--- config.mk ---
export PLATFORM = sky130hd
export DESIGN_NAME = simd_elem_rev
export DESIGN_NICKNAME = d
export VERILOG_FILES = /design/src/rtl/simd_rev_pkg.sv /design/src/rtl/simd_rev_decode.sv /design/src/rtl/simd_rev_xbar.sv /design/src/rtl/simd_elem_rev.sv
export SDC_FILE = /design/constraint.sdc
export NUM_CORES = 1
export LEC_CHECK = 0
export ABC_AREA = 1
export BUFFER_PORTS_ARGS = -buffer_cell sky130_fd_sc_hd__buf_2
export CAP_MARGIN = 40
export CORE_ASPECT_RATIO = 0.9
export CORE_UTILIZATION = 58
export CTS_BUF_LIST = sky130_fd_sc_hd__clkbuf_16
export CTS_CLUSTER_DIAMETER = 40
export DETAILED_ROUTE_END_ITERATION = 8
export MAX_ROUTING_LAYER = met4
export PLACE_DENSITY = 0.95
export SETUP_SLACK_MARGIN = 0.2
export SYNTH_ARGS = -nofsm -noshare
export SYNTH_HDL_FRONTEND = slang
export SYNTH_SLANG_ARGS = --single-unit
--- constraint.sdc ---
create_clock -name clk -period 2.2 [get_ports clk]
set_input_delay 0.44 -clock clk [delete_from_list [all_inputs] [get_ports clk]]
set_output_delay 0.44 -clock clk [all_outputs]
set_load 0.02 [all_outputs]
--- src/rtl/simd_rev_pkg.sv ---
package simd_rev_pkg;

    localparam int LANE_W = 8;
    localparam int XMASK_W = 3;

    typedef enum logic [1:0] {
        CONT_16   = 2'd0,
        CONT_32   = 2'd1,
        CONT_64   = 2'd2,
        CONT_RSVD = 2'd3
    } cont_e;

    typedef enum logic [1:0] {
        ESZ_8  = 2'd0,
        ESZ_16 = 2'd1,
        ESZ_32 = 2'd2,
        ESZ_64 = 2'd3
    } esz_e;

    typedef struct packed {
        logic                 legal;
        logic [XMASK_W-1:0]   xmask;
    } swap_ctl_t;

endpackage

--- src/rtl/simd_rev_decode.sv ---
module simd_rev_decode
    import simd_rev_pkg::*;
(
    input  logic [1:0] cont_code,
    input  logic [1:0] esz_code,
    output swap_ctl_t  ctl
);

    cont_e cont;
    esz_e  esz;

    assign cont = cont_e'(cont_code);
    assign esz  = esz_e'(esz_code);

    // Byte XOR mask equals container bytes minus element bytes.
    always_comb begin
        ctl = '0;
        unique case (cont)
            CONT_64: begin
                unique case (esz)
                    ESZ_8:   ctl = '{legal: 1'b1, xmask: 3'd7};
                    ESZ_16:  ctl = '{legal: 1'b1, xmask: 3'd6};
                    ESZ_32:  ctl = '{legal: 1'b1, xmask: 3'd4};
                    default: ctl = '0;
                endcase
            end
            CONT_32: begin
                unique case (esz)
                    ESZ_8:   ctl = '{legal: 1'b1, xmask: 3'd3};
                    ESZ_16:  ctl = '{legal: 1'b1, xmask: 3'd2};
                    default: ctl = '0;
                endcase
            end
            CONT_16: begin
                if (esz == ESZ_8) ctl = '{legal: 1'b1, xmask: 3'd1};
                else              ctl = '0;
            end
            default: ctl = '0;
        endcase
    end

endmodule

--- src/rtl/simd_rev_xbar.sv ---
module simd_rev_xbar
    import simd_rev_pkg::*;
#(
    parameter int VEC_W = 128
) (
    input  logic [VEC_W-1:0]   src,
    input  logic [XMASK_W-1:0] xmask,
    input  logic               keep_hi,
    output logic [VEC_W-1:0]   dst
);

    localparam int NLANE = VEC_W / LANE_W;
    localparam int IDX_W = $clog2(NLANE);
    localparam int HALF  = NLANE / 2;

    logic [LANE_W-1:0] lane [NLANE];

    for (genvar g = 0; g < NLANE; g++) begin : g_split
        assign lane[g] = src[g*LANE_W +: LANE_W];
    end

    for (genvar g = 0; g < NLANE; g++) begin : g_pick
        localparam logic [IDX_W-1:0] SELF = IDX_W'(g);
        logic [IDX_W-1:0] from;
        assign from = SELF ^ IDX_W'(xmask);
        if (g >= HALF) begin : g_hi
            assign dst[g*LANE_W +: LANE_W] = keep_hi ? lane[from] : '0;
        end else begin : g_lo
            assign dst[g*LANE_W +: LANE_W] = lane[from];
        end
    end

endmodule

--- src/rtl/simd_elem_rev.sv ---
module simd_elem_rev
    import simd_rev_pkg::*;
#(
    parameter int VEC_W = 128
) (
    input  logic             clk,
    input  logic             rst,
    input  logic             in_valid,
    input  logic [VEC_W-1:0] in_vec,
    input  logic [1:0]       in_cont,
    input  logic [1:0]       in_esz,
    input  logic             in_full,
    output logic             out_valid,
    output logic [VEC_W-1:0] out_vec,
    output logic             out_illegal
);

    localparam int HALF_W = VEC_W / 2;

    swap_ctl_t        ctl;
    logic [VEC_W-1:0] permuted;
    logic [VEC_W-1:0] next_vec;

    simd_rev_decode u_dec (
        .cont_code (in_cont),
        .esz_code  (in_esz),
        .ctl       (ctl)
    );

    simd_rev_xbar #(.VEC_W(VEC_W)) u_xbar (
        .src     (in_vec),
        .xmask   (ctl.xmask),
        .keep_hi (in_full),
        .dst     (permuted)
    );

    assign next_vec = ctl.legal ? permuted : '0;

    always_ff @(posedge clk) begin
        if (rst) begin
            out_valid   <= 1'b0;
            out_vec     <= '0;
            out_illegal <= 1'b0;
        end else begin
            out_valid <= in_valid;
            if (in_valid) begin
                out_vec     <= next_vec;
                out_illegal <= ~ctl.legal;
            end
        end
    end

    p_valid_pulse_r6: assert property (@(posedge clk) disable iff (rst)
        in_valid |=> out_valid);
    p_valid_idle_r6: assert property (@(posedge clk) disable iff (rst)
        !in_valid |=> !out_valid);
    p_illegal_zero_r4: assert property (@(posedge clk) disable iff (rst)
        out_illegal |-> (out_vec == '0));
    p_half_upper_r5: assert property (@(posedge clk) disable iff (rst)
        (in_valid && !in_full) |=> (out_vec[VEC_W-1:HALF_W] == '0));
    p_hold_r8: assert property (@(posedge clk) disable iff (rst)
        !in_valid |=> ($stable(out_vec) && $stable(out_illegal)));

endmodule

==> impl_metrics.prom <==
# TYPE chip_impl_metric gauge
chip_impl_info{name="outcome",value="finished, final reports clean"} 1
chip_impl_metric{name="die_area",unit="sq um"} 17000
chip_impl_metric{name="final.hold.worst_slack",unit="ps"} 381
chip_impl_metric{name="drt-total-wl",unit="mm"} 32.4
chip_impl_metric{name="worst_slew_margin_rel",unit=""} 0.685
chip_impl_metric{name="synth.cell_area",unit="sq um"} 9560
chip_impl_metric{name="timing.critical_path.required",unit="ps"} 2550
chip_impl_metric{name="pin_count_of_the_biggest_net_entering_global_routing",unit=""} 77
chip_impl_metric{name="drc_viols",unit=""} 0
chip_impl_info{name="timing.critical_path.from_type",value="input port"} 1
chip_impl_metric{name="timing.final.max_slew_violations",unit=""} 0
chip_impl_info{name="crit_path_top_delay_cell",value="sky130_fd_sc_hd__buf_12"} 1
chip_impl_metric{name="post-cts-setup-buffer-count",unit=""} 0
chip_impl_metric{name="first_drt_iteration_drcs",unit=""} 1804
chip_impl_metric{name="port_buffers",unit=""} 265
chip_impl_metric{name="arrival",unit="ps"} 1940
chip_impl_metric{name="layout.nets",unit=""} 1878
chip_impl_info{name="critical_path.cell_chain",value="buf_2 > nand2_4 > nand2_1 > nor2_4 > buf_12 > nand3_1 > nand3_1 > nand3_1 > a21oi_1"} 1
chip_impl_metric{name="finalSetupViolCount",unit=""} 0
chip_impl_metric{name="power.leakage",unit="nW"} 5.47
chip_impl_info{name="setup.worst_path.end_class",value="flip-flop"} 1
chip_impl_metric{name="synth_top_area_share",unit=""} 0.403
chip_impl_metric{name="syn-instance-count",unit=""} 1574
chip_impl_metric{name="critical-path-max-stage-delay",unit="ps"} 280
chip_impl_metric{name="vias",unit=""} 12100
chip_impl_metric{name="routed_via_density",unit=""} 6.18
chip_impl_metric{name="power_density_cells",unit="nW/um^2"} 630
chip_impl_metric{name="worst_clock_skew",unit="ps"} 0
chip_impl_metric{name="post_synth_num_cell_types",unit=""} 17
chip_impl_metric{name="cts_buffers",unit=""} 17
chip_impl_info{name="post-synth-top-area-cell",value="sky130_fd_sc_hd__nand3_1"} 1
chip_impl_metric{name="grt-ovfl-total",unit=""} 0
chip_impl_info{name="min-delay-path-class",value="in -> reg"} 1
chip_impl_metric{name="dp_hpwl",unit="mm"} 22.4
chip_impl_metric{name="syn-num-nets",unit=""} 1710
chip_impl_metric{name="cap_viol_max_count",unit=""} 0
chip_impl_metric{name="grt_first_pass_wirelength",unit="mm"} 50.5
chip_impl_metric{name="cts.repair.resized",unit=""} 0
chip_impl_metric{name="avgRoutedWirePerCell",unit="um"} 16.5
chip_impl_info{name="ctsRootBufferMaster",value="sky130_fd_sc_hd__clkbuf_16"} 1
chip_impl_metric{name="placeable_area",unit="sq um"} 16100
chip_impl_metric{name="cts-htree-levels",unit=""} 4
chip_impl_info{name="largest_cells_by_area_after_synthesis",value="sky130_fd_sc_hd__nand3_1 40%, sky130_fd_sc_hd__dfxtp_1 27%, sky130_fd_sc_hd__nand2_1 10%"} 1
chip_impl_metric{name="drt_first_pass_iters",unit=""} 9
chip_impl_info{name="rsz_0062_raised_after_global_routing",value="false"} 1
chip_impl_metric{name="report.final.hold_viol_count",unit=""} 0
chip_impl_metric{name="insertion_delay",unit="ps"} 420
chip_impl_info{name="clock_tree_from_tritoncts",value="built"} 1
chip_impl_info{name="criticalPathCategory",value="in -> reg"} 1
chip_impl_metric{name="gp_congestion",unit=""} 0.949
chip_impl_metric{name="antenna_cells_inserted",unit=""} 0
chip_impl_metric{name="layout_worst_path_cycle_share",unit=""} 0.723
chip_impl_metric{name="cp_num_buf_inv",unit=""} 2
chip_impl_metric{name="achievable-frequency",unit="GHz"} 0.629
chip_impl_metric{name="syn_avg_cell_area",unit="sq um"} 6.08
chip_impl_metric{name="post_synthesis_register_bit_count",unit=""} 130
chip_impl_metric{name="fin_tns_setup",unit="ps"} 0
chip_impl_metric{name="cts-root-to-sink-buffers",unit=""} 2
chip_impl_metric{name="worst_slew_pin_slew",unit="ps"} 472
chip_impl_metric{name="antenna_violating_nets_post_route",unit=""} 0
chip_impl_metric{name="rows",unit=""} 44
chip_impl_metric{name="antenna_found_initial",unit=""} 0
chip_impl_metric{name="clk_slew_on_worst_s_h_paths",unit="ps"} 50
chip_impl_metric{name="final.min_clock_period",unit="ps"} 1590
chip_impl_metric{name="fp.dieW",unit="um"} 137
chip_impl_metric{name="synth.yosys.warnings",unit=""} 0
chip_impl_metric{name="floorplan.die.height",unit="um"} 124
chip_impl_metric{name="hold_buffers",unit=""} 0
chip_impl_metric{name="vias_in_the_first_global_route",unit=""} 10200
chip_impl_metric{name="initial_core_utilization",unit=""} 0.593
chip_impl_metric{name="path_max_fanout",unit=""} 64
chip_impl_info{name="cpLargestDelayFamily",value="simple AND/OR/NAND/NOR gates"} 1
chip_impl_metric{name="synthesis_to_finish_area_growth",unit="%"} 17.5
chip_impl_metric{name="clock_sinks",unit=""} 130
chip_impl_metric{name="fin_util",unit=""} 0.696
chip_impl_metric{name="layout-drive-gt1-share",unit=""} 0.184
chip_impl_metric{name="ir_worst_vdd",unit="mV"} 0.568
chip_impl_metric{name="ioPinCount",unit=""} 266
chip_impl_info{name="path_common_cell",value="sky130_fd_sc_hd__nand3_1"} 1
chip_impl_metric{name="grtUsageTotal",unit=""} 0.390
chip_impl_metric{name="seq_area_frac_synth",unit=""} 0.272
metal layers:
| layer | wire [um] | global-route usage |
|---|---|---|
| met1 | 13000 | 0.523 |
| met2 | 13100 | 0.539 |
| met3 | 5150 | 0.123 |
| met4 | 1190 | 0.155 |
| met5 | 0 | - |
path summary, 6_finish.rpt:
check                                              from                  endpoint  slack [ps]  cells after the start
worst max-delay path                         in_cont[1]  out_vec[99]$_SDFFE_PP0P_         610                      9
worst min-delay path                           in_valid  out_illegal$_SDFFE_PP0P_         380                      3
worst max register to register  out_vec[5]$_SDFFE_PP0P_   out_vec[5]$_SDFFE_PP0P_        1470                      2
worst min register to register  out_vec[9]$_SDFFE_PP0P_   out_vec[9]$_SDFFE_PP0P_         460                      2
synth_stat cells, drive strengths merged:
master  instances
a21oi         128
buf            95
clkbuf         44
dfxtp         130
inv           135
nand2         263
nand3         771
nand4           1
nor2            6
nor3            1
registers in the layout, summed over array words and instances (netlist names):
name         flops
out_valid        1
out_vec        128
out_illegal      1
worst min-delay path: stages:
cell	delay (ps)
sky130_fd_sc_hd__buf_2	130
sky130_fd_sc_hd__nor2_1	120
sky130_fd_sc_hd__nor3_1	60
cell usage in the layout (no fill, tap or decap), types with 4 or more instances in the layout:
master / netlist / routed
sky130_fd_sc_hd__a21oi_1: 128 / 128
sky130_fd_sc_hd__buf_12: 0 / 19
sky130_fd_sc_hd__buf_2: 31 / 264
sky130_fd_sc_hd__buf_4: 38 / 5
sky130_fd_sc_hd__clkbuf_16: 0 / 17
sky130_fd_sc_hd__clkinv_2: 0 / 4
sky130_fd_sc_hd__dfxtp_1: 130 / 130
sky130_fd_sc_hd__inv_1: 134 / 135
sky130_fd_sc_hd__nand2_1: 262 / 261
sky130_fd_sc_hd__nand3_1: 770 / 769
stage by stage:
| step | setup WS, ps | area, sq um | power [mW] | instances |
|---|---|---|---|---|
| 2_1_floorplan | 633 | 9560 | 3.92 | 1574 |
| 3_3_place_gp | 330 | 10700 | 4.37 | 1930 |
| 3_5_place_dp | 256 | 10700 | 4.41 | 1930 |
| 4_1_cts | 671 | 11200 | 7.04 | 1960 |
| 5_1_grt | 505 | 11200 | 7.39 | 1960 |
| 6_report | 610 | 11200 | 7.08 | 1960 |
kinds of logic after synthesis:
group / count (synthesis) / synth area share
AOI/OAI and AO/OA: 128 / 0.0670
DFF: 130 / 0.272
buffers and inverters: 274 / 0.147
and+or+nand+nor: 1042 / 0.514
where the power goes:
group	switching (mW)	leakage (nW)	internal [mW]	total, mW
Clock	1.04	0.279	1.61	2.66
Combinational	1.25	4.13	0.630	1.88
Sequential	0.0746	1.06	2.46	2.54
Total	2.37	5.47	4.71	7.08
final cells by class:
cell class | count | area [sq um]
clock buffers | 17 | 425
clock inverters | 13 | 106
fillers | 1425 | 4900
inverters | 135 | 512
multi-input cells | 1170 | 5590
flip-flops and latches | 130 | 2600
well taps | 207 | 259
repair buffers | 288 | 1740
Power figures use the tool's default switching activity.
